`src/rtl/irq_router.sv`:
```
module irq_router #(
  parameter int NSRC   = 40,
  parameter int NTGT   = 2,
  parameter int PRIO_W = 3,
  parameter int ADDR_W = 10
) (
  input  logic              clk,
  input  logic              rst_n,
  input  logic [NSRC-1:0]   src_i,
  input  logic              bus_re,
  input  logic              bus_we,
  input  logic [ADDR_W-1:0] bus_addr,
  input  logic [31:0]       bus_wdata,
  output logic [31:0]       bus_rdata,
  output logic [NTGT-1:0]   irq_o
);
  localparam int SID_W = $clog2(NSRC + 1);
  localparam int TW    = (NTGT > 1) ? $clog2(NTGT) : 1;

  logic [PRIO_W-1:0] prio [1:NSRC];
  logic [NSRC:1]     en   [NTGT];
  logic [PRIO_W-1:0] thr  [NTGT];
  logic [NSRC:1]     pend, infl, claim_vec, cmpl_vec;
  logic [SID_W-1:0]  best_id [NTGT];
  logic [PRIO_W-1:0] best_p  [NTGT];

  logic [1:0] region;
  logic [7:0] idx;
  logic [6:0] ctl_t;
  logic [TW-1:0] cl_t;
  logic tgt_ok, is_claim;

  assign region   = bus_addr[ADDR_W-1 -: 2];
  assign idx      = bus_addr[7:0];
  assign ctl_t    = idx[7:1];
  assign cl_t     = ctl_t[TW-1:0];
  assign tgt_ok   = int'(ctl_t) < NTGT;
  assign is_claim = (region == 2'd2) && idx[0] && tgt_ok;

  always_comb begin
    for (int t = 0; t < NTGT; t++) begin
      best_id[t] = '0;
      best_p[t]  = '0;
      for (int s = 1; s <= NSRC; s++)
        if (pend[s] && en[t][s] && prio[s] > best_p[t]) begin
          best_p[t]  = prio[s];
          best_id[t] = SID_W'(s);
        end
    end
  end

  genvar gs, gt;
  generate
    for (gt = 0; gt < NTGT; gt++) begin : g_tgt
      assign irq_o[gt] = best_p[gt] > thr[gt];

      assert_irq_has_winner_R5: assert property (@(posedge clk) disable iff (!rst_n)
        irq_o[gt] |-> best_id[gt] != '0);

      for (gs = 1; gs <= NSRC; gs++) begin : g_ign
        assert_ignored_cmpl_R7: assert property (@(posedge clk) disable iff (!rst_n)
          (bus_we && is_claim && int'(cl_t) == gt && bus_wdata == 32'(gs)
           && !en[gt][gs] && infl[gs]) |=> infl[gs]);
      end
    end

    for (gs = 1; gs <= NSRC; gs++) begin : g_src
      assign claim_vec[gs] = bus_re && is_claim && best_id[cl_t] == SID_W'(gs);
      assign cmpl_vec[gs]  = bus_we && is_claim && bus_wdata == 32'(gs) && en[cl_t][gs];

      always_ff @(posedge clk or negedge rst_n) begin
        if (!rst_n) begin
          pend[gs] <= 1'b0;
          infl[gs] <= 1'b0;
        end else if (claim_vec[gs]) begin
          pend[gs] <= 1'b0;
          infl[gs] <= 1'b1;
        end else if (cmpl_vec[gs]) begin
          infl[gs] <= 1'b0;
        end else if (src_i[gs-1] && !infl[gs]) begin
          pend[gs] <= 1'b1;
        end
      end

      assert_claim_clears_R3: assert property (@(posedge clk) disable iff (!rst_n)
        claim_vec[gs] |=> !pend[gs] && infl[gs]);
      assert_masked_R3: assert property (@(posedge clk) disable iff (!rst_n)
        infl[gs] |-> !pend[gs]);
      assert_claimed_was_pending_R2: assert property (@(posedge clk) disable iff (!rst_n)
        $rose(infl[gs]) |-> $past(pend[gs]));
      assert_pend_holds_R10: assert property (@(posedge clk) disable iff (!rst_n)
        (pend[gs] && !claim_vec[gs]) |=> pend[gs]);
    end
  endgenerate

  always_ff @(posedge clk or negedge rst_n) begin
    if (!rst_n) begin
      for (int s = 1; s <= NSRC; s++) prio[s] <= '0;
      for (int t = 0; t < NTGT; t++) begin
        en[t]  <= '0;
        thr[t] <= '0;
      end
    end else if (bus_we) begin
      for (int s = 1; s <= NSRC; s++)
        if (region == 2'd0 && int'(idx) == s) prio[s] <= bus_wdata[PRIO_W-1:0];
      for (int t = 0; t < NTGT; t++) begin
        for (int s = 1; s <= NSRC; s++)
          if (region == 2'd1 && int'(idx[7:3]) == t && int'(idx[2:0]) == s / 32)
            en[t][s] <= bus_wdata[s % 32];
        if (region == 2'd2 && !idx[0] && int'(ctl_t) == t)
          thr[t] <= bus_wdata[PRIO_W-1:0];
      end
    end
  end

  always_comb begin
    bus_rdata = '0;
    case (region)
      2'd0: for (int s = 1; s <= NSRC; s++)
              if (int'(idx) == s) bus_rdata = 32'(prio[s]);
      2'd1: for (int t = 0; t < NTGT; t++)
              for (int s = 1; s <= NSRC; s++)
                if (int'(idx[7:3]) == t && int'(idx[2:0]) == s / 32)
                  bus_rdata[s % 32] = en[t][s];
      2'd2: for (int t = 0; t < NTGT; t++)
              if (int'(ctl_t) == t)
                bus_rdata = idx[0] ? 32'(best_id[t]) : 32'(thr[t]);
      default: bus_rdata = '0;
    endcase
  end
endmodule

```
`config.mk`:
```
export PLATFORM = sky130hd
export DESIGN_NAME = irq_router
export DESIGN_NICKNAME = d
export VERILOG_FILES = /design/src/rtl/irq_router.sv
export SDC_FILE = /design/constraint.sdc
export NUM_CORES = 1
export LEC_CHECK = 0
export BUFFER_PORTS_ARGS = -buffer_cell sky130_fd_sc_hd__buf_4
export CAP_MARGIN = 20
export CORE_UTILIZATION = 45
export DETAILED_ROUTE_END_ITERATION = 10
export PLACE_DENSITY = 0.62
export SLEW_MARGIN = 20
export SYNTH_ARGS = -nofsm -noshare
export SYNTH_HDL_FRONTEND = slang
export SYNTH_SLANG_ARGS = --single-unit
```
`constraint.sdc`:
```
create_clock -name clk -period 111 [get_ports clk]
set_clock_uncertainty 0.1 [all_clocks]
set_input_delay 5.55 -clock clk [delete_from_list [all_inputs] [get_ports clk]]
set_output_delay 5.55 -clock clk [all_outputs]
set_load 0.01 [all_outputs]
```
Word level (Yosys, flattened, before mapping)
Index checks and enable logic that the tools add are counted.
{"block": "op_classes", "magnitude_cmp": 83, "eq_ne": 165, "muxes": 491, "bitwise_logic": 1, "n_reduce_logical": 588}
{"cell": "2-to-1 mux 32 bit", "n": 40}
{"cell": "equality test 32 x 5 -> 1 bit (second input constant)", "n": 16}
{"cell": "2-to-1 mux 6 bit", "n": 63}
{"cell": "logical AND 1 bit", "n": 377}
{"cell": "equality test 32 x 6 -> 1 bit (second input constant)", "n": 9}
{"cell": "2-to-1 mux 1 bit", "n": 282}
{"cell": "equality test 32 x 4 -> 1 bit (second input constant)", "n": 8}
{"cell": "2-to-1 mux 3 bit", "n": 85}
{"cell": "greater-than comparator 3 bit", "n": 80}
{"cell": "AND reduction 2 bit", "n": 86}
{"cell": "nonzero test 2 bit", "n": 80}
{"cell": "equality test 32 x 3 -> 1 bit (second input constant)", "n": 4}
{"cell": "equality test 8 x 6 -> 1 bit (second input constant)", "n": 16}
{"cell": "2-to-1 mux 40 bit", "n": 3}
{"cell": "equality test 6 x 5 -> 1 bit (second input constant)", "n": 16}
{"cell": "one-hot mux 32 bit (3 select lines)", "n": 1}
{"cell": "!= test 2 bit (second input constant)", "n": 40}
{"cell": "equality test 8 x 7 -> 1 bit (second input constant)", "n": 9}
{"cell": "equality test 32 x 2 -> 1 bit (second input constant)", "n": 2}
{"cell": "equality test 8 x 5 -> 1 bit (second input constant)", "n": 8}
{"cell": "equality test 6 bit (second input constant)", "n": 9}
{"cell": "equality test 6 x 4 -> 1 bit (second input constant)", "n": 8}
{"cell": "zero test 1 bit", "n": 41}
{"cell": "2-to-1 mux 5 bit", "n": 7}
{"cell": "other kinds (22)", "n": 38}
{"block": "word_totals", "reg_bits": 286, "inputBits": 86, "output_inout_bits": 34, "wordCells": 1454}

Logic depth before layout (Yosys ltp)
Gate-level depths: netlist of the first run.
{"block": "depth", "ltp_word": 127, "ltp_mapped": 277, "mapped_depth_nobuf": 274}

Least setup slack after synthesis of the first run
OpenSTA, ideal clock, no wires.
{"block": "synth_path", "kind": "register to output", "from": "reg pend[1] in the netlist's numbering", "to": "out bus_rdata[4]", "arrival_time_ns": 49.961, "required_time_ns": 105.350, "slack_ns": 55.389, "stages_incl_launch_ff": 266, "path_buffers": 3, "cell_sequence": "dfrtp_1 -> buf_2 -> nand3_2 -> ha_1 -> nor2b_1 -> o311a_1 -> a21o_1 -> nand2_1 -> inv_1 -> ha_1 -> nand3_1 -> a21o_1 -> o31a_1 -> nor2_1 -> a21oi_1 -> ha_1 -> nor2_1 -> maj3_1 -> [230 not listed] -> or4b_2 -> o21ai_0 -> ha_1 -> nor2b_1 -> o21ai_0 -> nand2b_1 -> nand4_1 -> clkbuf_1 -> mux2_2 -> ha_1 -> nor2b_1 -> o21a_1 -> o2111ai_1 -> nand2_1 -> or4_4 -> o31a_1 -> buf_6 -> o22ai_1"}
{"block": "synth_between", "elab_chain_len": 124, "word_cells_on_any_way": 306, "cone_classes": "78 x order compare; 146 x mux; 82 x reduce/logical"}
{"element": "from (decl)", "line_no": "23", "source": "logic [NSRC:1] pend, infl, claim_vec, cmpl_vec;"}
{"element": "from (signal, indexed assignment)", "line_no": "73", "source": "pend[gs] <= 1'b0;"}
{"element": "from (signal, indexed assignment)", "line_no": "76", "source": "pend[gs] <= 1'b0;"}
{"element": "from (signal, indexed assignment)", "line_no": "81", "source": "pend[gs] <= 1'b1;"}
{"element": "logical AND 1 bit (2 in a row)", "line_no": "45", "source": "if (pend[s] && en[t][s] && prio[s] > best_p[t]) begin"}
{"element": "2-to-1 mux 3 bit", "line_no": "45"}
{"element": "greater-than comparator 3 bit", "line_no": "45"}
{"element": "logical AND 1 bit", "line_no": "45"}
{"element": "2-to-1 mux 3 bit", "line_no": "45"}
{"element": "greater-than comparator 3 bit", "line_no": "45"}
{"element": "logical AND 1 bit", "line_no": "45"}
{"element": "2-to-1 mux 3 bit", "line_no": "45"}
{"element": "[107 not listed]"}
{"element": "2-to-1 mux 3 bit", "line_no": "45"}
{"element": "greater-than comparator 3 bit", "line_no": "45"}
{"element": "logical AND 1 bit", "line_no": "45"}
{"element": "2-to-1 mux 6 bit", "line_no": "45"}
{"element": "2-to-1 mux 6 bit", "line_no": "127", "source": "bus_rdata = idx[0] ? 32'(best_id[t]) : 32'(thr[t]);"}
{"element": "2-to-1 mux 6 bit", "line_no": "126", "source": "if (int'(ctl_t) == t)"}
{"element": "2-to-1 mux 32 bit *", "line_no": "126"}
{"element": "one-hot mux 32 bit (3 select lines) *", "line_no": "118", "source": "case (region)"}
{"element": "to (decl)", "line_no": "14", "source": "output logic [31:0] bus_rdata,"}
Every way passes the cells marked *; elsewhere a longest branch is shown, timed or not.

Worst setup path after layout of the first run
{"block": "layout_path", "from": "reg en[0] in the netlist's numbering", "to": "out bus_rdata[4]"}
{"block": "layout_between", "elab_chain_len": 123, "word_cells_on_any_way": 160, "cone_classes": "39 x order compare; 80 x mux; 41 x reduce/logical"}
{"element": "from (decl)", "line_no": "21", "source": "logic [NSRC:1] en [NTGT];"}
{"element": "from (signal, indexed assignment)", "line_no": "109", "source": "en[t][s] <= bus_wdata[s % 32];"}
{"element": "logical AND 1 bit * (2 in a row)", "line_no": "45"}
{"element": "2-to-1 mux 3 bit *", "line_no": "45"}
{"element": "greater-than comparator 3 bit", "line_no": "45"}
{"element": "logical AND 1 bit", "line_no": "45"}
{"element": "2-to-1 mux 3 bit *", "line_no": "45"}
{"element": "greater-than comparator 3 bit", "line_no": "45"}
{"element": "logical AND 1 bit", "line_no": "45"}
{"element": "2-to-1 mux 3 bit", "line_no": "45"}
{"element": "[106 not listed]"}
{"element": "logical AND 1 bit", "line_no": "45"}
{"element": "2-to-1 mux 3 bit", "line_no": "45"}
{"element": "greater-than comparator 3 bit", "line_no": "45"}
{"element": "logical AND 1 bit", "line_no": "45"}
{"element": "2-to-1 mux 6 bit *", "line_no": "45"}
{"element": "2-to-1 mux 6 bit *", "line_no": "127"}
{"element": "2-to-1 mux 32 bit *", "line_no": "126"}
{"element": "one-hot mux 32 bit (3 select lines) *", "line_no": "118"}
Marked as above.

==> results of run 1 <==
[cells in the mapped netlist (9+ instances only)]
master	instances	area share [%]
nand2b_1	22	0.55
or3_1	23	0.58
a22o_1	18	0.63
o21ai_0	169	3.4
buf_1	20	0.30
a21oi_1	173	3.5
o21a_1	35	1.1
a221oi_1	20	0.70
a21boi_0	16	0.48
ha_1	97	4.9
and2_1	70	1.8
nor2b_1	22	0.55
a22oi_1	48	1.4
mux2i_1	46	1.8
o31a_1	10	0.35
a21o_1	43	1.3
a222oi_1	11	0.44
clkbuf_1	123	1.9
nor4_1	21	0.53
a211oi_1	19	0.57
a311oi_1	14	0.49
dfrtp_1	286	29
nand2_1	326	4.9
o211ai_1	23	0.69
nand3_1	149	3.0
and3_1	69	1.7
o2111ai_1	12	0.42
o31ai_1	26	0.78
o211a_1	23	0.92
o22ai_1	23	0.58
maj3_1	52	2.1
inv_1	150	2.3
a31oi_1	104	2.6
a211o_1	9	0.32
mux2_2	206	9.3
nor2_1	305	4.6
a31o_2	23	0.81
nor3_1	63	1.3
o21bai_1	9	0.27
nand4_1	24	0.60
or2_2	24	0.60
[registers in the layout, indices dropped and copies added, names as in the netlist]
| signal | count |
|---|---|
| en | 80 |
| infl | 40 |
| pend | 40 |
| prio | 120 |
| thr | 6 |
[path summary, 6_finish.rpt]
| check | startpoint | end |
|---|---|---|
| max | en[0] | bus_rdata[4] |
| min | infl[8] | infl[8] |
| max reg2reg | en[0] | infl[22] |
| min reg2reg | infl[8] | infl[8] |
| max in group asynchronous | rst_n | infl[6] |
| min in group asynchronous | rst_n | en[56] |
[final cells by class]
type                    instances  area, sq um
inverters                     151          567
clock inverters                19          226
fillers                      5327        26700
flip-flops and latches        286         7160
well taps                     739          925
repair buffers                143         1080
clock buffers                  42          975
multi-input cells            2505        16700
diodes                          1         2.50
[power groups by stage]
stage               Clock (mW)  Combinational, mW  Sequential [mW]
finish                   0.124             0.0276            0.108
global route             0.129             0.0296            0.108
CTS                      0.126             0.0270            0.108
detailed placement           0             0.0269            0.110
global placement             0             0.0264            0.110
floorplan                    0             0.0151            0.108
[kinds of logic after synthesis]
logic type,count (synthesis),share of synthesized area (%)
DFF,286,28.7
adders and majority gates,150,7.00
muxes,256,11.5
AOI/OAI and AO/OA,941,26.2
buffers and inverters,303,4.63
and+or+nand+nor,1158,22.0
[worst max-delay path: cells and delay by family (launching register included)]
kind	cells	cell delay [ns]
AO/OA/AOI/OAI	104	26.45
adder cells (fa/ha/maj)	57	16.78
AND/OR/NAND/NOR	91	13.83
multiplexers	7	2.70
buffers and inverters	6	0.81
flip-flops	1	0.51
[layer usage]
layer  wire (microns)  global-route usage [%]  up-vias  share of wire [%]
met4             4220                    14.7        2                4.0
met1            43800                    49.7    12700                 42
li1                 -                       -    11700                  -
met3            10200                    7.56      241                9.8
met2            46200                    57.0     1486                 44
met5               11                       0        -              0.011
==> results.tsv, run 1 <==
stage	metric	value	unit
status	status	complete, no violations	
finish	Finished Layout Cells	3886	
routing	via count	26100	
finish	share of layout cells above drive strength 1	16.0	%
global_route	pin count of the biggest net entering global routing	116	
routing	Total Wirelength	104	mm
logic_synthesis	register area share after synthesis	28.7	%
pwr	Net Switching	72.3	uW
timing	fin crit period	67.35	ns
placed_design	IO Port Bufs	119	
pwr	Internal	187	uW
finish	Final #Nets	3307	
global_route	total gr overflow	0	
pwr	pwr/cell area	9.41	nW/um^2
placed_design	Setup WS pre-CTS	45.68	ns
routing	initial drt markers	3179	
clock_tree	Post-CTS Setup Bufs	0	
timing	Worst Slack Setup Final	43.65	ns
routing	first drt pass iteration count	7	
pwr	Clk pwr share	47.7	%
worst_setup_path	Slowest cell on crit path	a311oi_1	
worst_setup_path	Crit. End Element	output pin	
clock_tree	clock-pin transition on the worst setup and hold timing paths	0.06	ns
placed_design	DP Cell Count	3824	
worst_setup_path	CP Launch Type	flip-flop	
global_route	initial antenna violation count	4	
worst_setup_path	worst-path fanout max	12	
clock_tree	CTS tree	done	
logic_synthesis	Syn Nets	3277	
finish	fin area	27600	sq um
pwr	Sw Ratio	27.8	%
pwr	Peak supply drop	0.0126	mV
finish	commonest non-fill, non-tap cells in the layout	nand2_1, nor2_1, dfrtp_1, mux2_2, a21oi_1	
clock_tree	hold bufs inserted after CTS	0	
logic_synthesis	Yosys reg bits	286	
routing	Final ANT Viol Nets	0	
global_route	All-Layer GR Usage	36.7	%
floorplanning	Die Height	237	microns
timing	normalized max-slew margin	25.0	%
timing	Max Slew Vio Count	0	
floorplanning	Die W	237	microns
clock_tree	CTS H-tree depth	2	
pwr	Design Power	260	uW
job	MaxCap Viol Count	0	
logic_synthesis	ys flop type	dfrtp_1	
clock_tree	clock root buffer	clkbuf_16	
placed_design	RePlAce Congestion	1.01	
placed_design	DP Wirelength	79.7	mm
global_route	vias in the first global route	24600	
floorplanning	area of the die	56400	sq um
routing	routed vias/inst	6.71	
routing	DRC Markers	0	
routing	DR WL/cell	26.9	microns
logic_synthesis	Mapped Avg Cell Area	8.06	sq um
clock_tree	CTS sink count	286	
worst_setup_path	Worst Path Arrival	61.70	ns
timing	final setup vio count	0	
timing	Least-Margin Pin Slew	1.12	ns
timing	Setup TNS Final	0	ns
floorplanning	# rows	85	
worst_setup_path	CP most frequent cell	nor2_1	
pwr	part of the power in registers	41.6	%
finish	most common cell after layout, fill and taps aside	nand2_1	
logic_synthesis	Ys Warns	0	
worst_setup_path	Setup CP Type	reg2out	
worst_setup_path	R2R setup slack	49.06	ns
logic_synthesis	Unique masters post-synth	103	
worst_setup_path	CP max stage delay	0.80	ns
logic_synthesis	number of synthesized flops with an enable pin	0	
timing	final count of hold timing violations	0	
finish	area grow syn2layout	10.7	%
logic_synthesis	Syn Inst Count	3094	
timing	Fin Hold WS	0.389	ns
clock_tree	Clk Latency, worst-skew pair	0.57	ns
worst_setup_path	critical path required time	105.35	ns
timing	Final Cycle Share	60.7	%
logic_synthesis	synthesized cell area	24900	sq um
timing	unrepaired setup endpoints after global routing	false	
floorplanning	IO Count	120	
floorplanning	Starting Density	45.9	%
pwr	P_leak	12.2	nW
min_path	Tightest Hold Check Type	reg2reg	
floorplanning	Core ar.	54300	sq um
finish	Util after Layout	50.8	%
clock_tree	post-CTS sizing	0	
pwr	combinational power share	10.6	%
worst_setup_path	Worst R2R Path Depth	265	
global_route	first-pass GRT wire length	157	mm
clock_tree	largest buffer count on any clock path	3	
placed_design	Placed Area	26400	sq um
clock_tree	cts bufs inserted	37	
min_path	hold depth	2	
logic_synthesis	ys async rst share	100	%
timing	FMAX	14.8	MHz
No activity file was read; power rests on OpenSTA's default activity.
==> run 2, diff against run 1 <==
--- a/config.mk
+++ b/config.mk
@@ -5,11 +5,12 @@
 export SDC_FILE = /design/constraint.sdc
 export NUM_CORES = 1
 export LEC_CHECK = 0
+export ABC_AREA = 1
 export BUFFER_PORTS_ARGS = -buffer_cell sky130_fd_sc_hd__buf_4
 export CAP_MARGIN = 20
 export CORE_UTILIZATION = 45
 export DETAILED_ROUTE_END_ITERATION = 10
-export PLACE_DENSITY = 0.62
+export PLACE_DENSITY = 0.64
 export SLEW_MARGIN = 20
 export SYNTH_ARGS = -nofsm -noshare
 export SYNTH_HDL_FRONTEND = slang
==> constraint.sdc (replaced) <==
create_clock -name clk -period 58.3 [get_ports clk]
set_clock_uncertainty 0.1 [all_clocks]
set_input_delay 2.915 -clock clk [delete_from_list [all_inputs] [get_ports clk]]
set_output_delay 2.915 -clock clk [all_outputs]
set_load 0.01 [all_outputs]
==> results.tsv, run 2 <==
stage	metric	value	unit
logic_synthesis	Mapped Avg Cell Area	6.83	sq um
routing	DR WL/cell	20.0	microns
clock_tree	cts bufs inserted	36	
pwr	pwr/cell area	18.4	nW/um^2
clock_tree	Post-CTS Setup Bufs	0	
finish	Util after Layout	51.1	%
timing	Max Slew Vio Count	0	
floorplanning	# rows	83	
logic_synthesis	Ys Warns	0	
global_route	pin count of the biggest net entering global routing	94	
placed_design	Placed Area	25000	sq um
routing	first drt pass iteration count	5	
worst_setup_path	worst-path fanout max	10	
pwr	Net Switching	128	uW
routing	routed vias/inst	5.67	
clock_tree	CTS H-tree depth	2	
worst_setup_path	start point of the critical path	pend[1]	
routing	Total Wirelength	84.8	mm
finish	most common cell after layout, fill and taps aside	nand2_1	
clock_tree	Clk Latency, worst-skew pair	0.58	ns
clock_tree	CTS tree	done	
global_route	initial antenna violation count	0	
pwr	P_leak	11.9	nW
floorplanning	IO Count	120	
logic_synthesis	Syn Inst Count	3418	
worst_setup_path	Reg2Reg Launch Point	pend[1]	
worst_setup_path	Worst R2R Path Depth	253	
finish	Finished Layout Cells	4235	
logic_synthesis	ys flop type	dfrtp_1	
logic_synthesis	Syn Nets	3601	
finish	largest reg by FF count	prio	
placed_design	Setup WS pre-CTS	12.47	ns
placed_design	DP Cell Count	4171	
global_route	All-Layer GR Usage	32.1	%
routing	via count	24000	
timing	normalized max-slew margin	34.5	%
pwr	Sw Ratio	26.5	%
clock_tree	hold bufs inserted after CTS	0	
status	status	complete, no violations	
worst_setup_path	Setup CP Type	reg2out	
timing	Final Cycle Share	80.2	%
timing	final count of hold timing violations	0	
logic_synthesis	area share of the largest cell type after synthesis	30.6	%
logic_synthesis	ys async rst share	100	%
finish	fin area	26200	sq um
floorplanning	Die Height	230	microns
finish	number of flip-flops under the largest register name	120	
worst_setup_path	Critical Path End	bus_rdata[4]	
logic_synthesis	Area contributors post-synth	dfrtp_1, nand2_1, o21ai_0	
placed_design	IO Port Bufs	119	
finish	share of layout cells above drive strength 1	16.6	%
worst_setup_path	critical path required time	55.28	ns
clock_tree	clock root buffer	clkbuf_16	
worst_setup_path	RR Endpoint	pend[20]	
worst_setup_path	CP Launch Type	flip-flop	
floorplanning	Starting Density	45.5	%
finish	area grow syn2layout	12.3	%
worst_setup_path	CP max stage delay	0.41	ns
global_route	total gr overflow	0	
finish	n_diodes	0	
clock_tree	largest buffer count on any clock path	3	
timing	Setup TNS Final	0	ns
worst_setup_path	CP most frequent cell	o21ai_0	
finish	biggest regs	prio: 120 flops, en: 80 flops	
pwr	combinational power share	8.7	%
pwr	part of the power in registers	42.2	%
floorplanning	Die W	230	microns
worst_setup_path	Worst Path Arrival	43.76	ns
logic_synthesis	Synth area leader	dfrtp_1	
logic_synthesis	register area share after synthesis	30.6	%
routing	Final ANT Viol Nets	0	
worst_setup_path	Crit. End Element	output pin	
pwr	Clk pwr share	49.2	%
clock_tree	post-CTS sizing	0	
timing	Fin Hold WS	0.374	ns
worst_setup_path	R2R setup slack	14.48	ns
global_route	first-pass GRT wire length	131	mm
placed_design	RePlAce Congestion	0.984	
floorplanning	Core ar.	51300	sq um
routing	DRC Markers	0	
timing	unrepaired setup endpoints after global routing	false	
placed_design	DP Wirelength	65.2	mm
pwr	Design Power	483	uW
global_route	vias in the first global route	22100	
pwr	Peak supply drop	0.0160	mV
logic_synthesis	Unique masters post-synth	59	
timing	fin crit period	46.78	ns
logic_synthesis	number of synthesized flops with an enable pin	0	
clock_tree	clock-pin transition on the worst setup and hold timing paths	0.06	ns
floorplanning	area of the die	52800	sq um
logic_synthesis	Yosys reg bits	286	
routing	initial drt markers	2315	
clock_tree	CTS sink count	286	
timing	final setup vio count	0	
timing	Least-Margin Pin Slew	0.982	ns
min_path	Tightest Hold Check Type	reg2reg	
timing	Worst Slack Setup Final	11.52	ns
timing	FMAX	21.4	MHz
logic_synthesis	synthesized cell area	23400	sq um
pwr	Internal	355	uW
finish	Final #Nets	3713	
logic_synthesis	Post-synth top cells	nand2_1, o21ai_0, inv_1	
worst_setup_path	Slowest cell on crit path	dfrtp_1	
job	MaxCap Viol Count	0	
logic_synthesis	count leader, synth	nand2_1	
finish	commonest non-fill, non-tap cells in the layout	nand2_1, o21ai_0, inv_1, dfrtp_1, nand3_1	
[run 2: final cells by class]
class	count	area, sq um
Sequential cell	286	7160
Clock inverter	16	198
Inverter	436	1680
Tap cell	680	851
Fill cell	5267	25100
Timing Repair Buffer	140	1080
Multi-Input combinational cell	2630	14200
Clock buffer	47	1020
[run 2: logic make-up after synthesis]
group                    after synthesis  synth area share (%)
AO/OA/AOI/OAI                        836                  20.4
adder cells (fa/ha/maj)               97                  5.20
buffers and inverters                502                  8.54
flip-flops                           286                  30.6
AND/OR/NAND/NOR                     1697                  35.2
[run 2: layer usage]
layer	part of all wire (%)	GRT usage, %
met2	44	49.2
met1	44	44.8
met3	8.7	5.98
met4	3.7	11.8
met5	0	0
[run 2: power by group through the flow]
stage | combinational, mW | clock, mW | sequential, mW
after floorplan | 0.0216 | 0 | 0.206
after global placement | 0.0410 | 0 | 0.207
after detailed placement | 0.0412 | 0 | 0.207
after CTS | 0.0413 | 0.240 | 0.204
after global routing | 0.0455 | 0.248 | 0.204
final | 0.0418 | 0.237 | 0.204
[run 2: worst min-delay path by stage]
stage | startpoint | endpoint | slack (ns) | depth (start not counted)
after global placement | infl[12] | infl[12] | 0.36 | 2
final | infl[12] | infl[12] | 0.37 | 2
after detailed placement | infl[16] | infl[16] | 0.36 | 2
after global routing | infl[12] | infl[12] | 0.39 | 2
after floorplan | infl[6] | infl[6] | 0.34 | 2
after CTS | infl[28] | infl[28] | 0.37 | 2
[run 2: worst max-delay path: cells and delay by family, from the launching register on]
kind            cells  cell delay [ns]
buf+inv            21             2.08
fa+ha+maj          39            11.62
flops               1             0.41
compound gates     76            17.52
simple gates      114            11.56
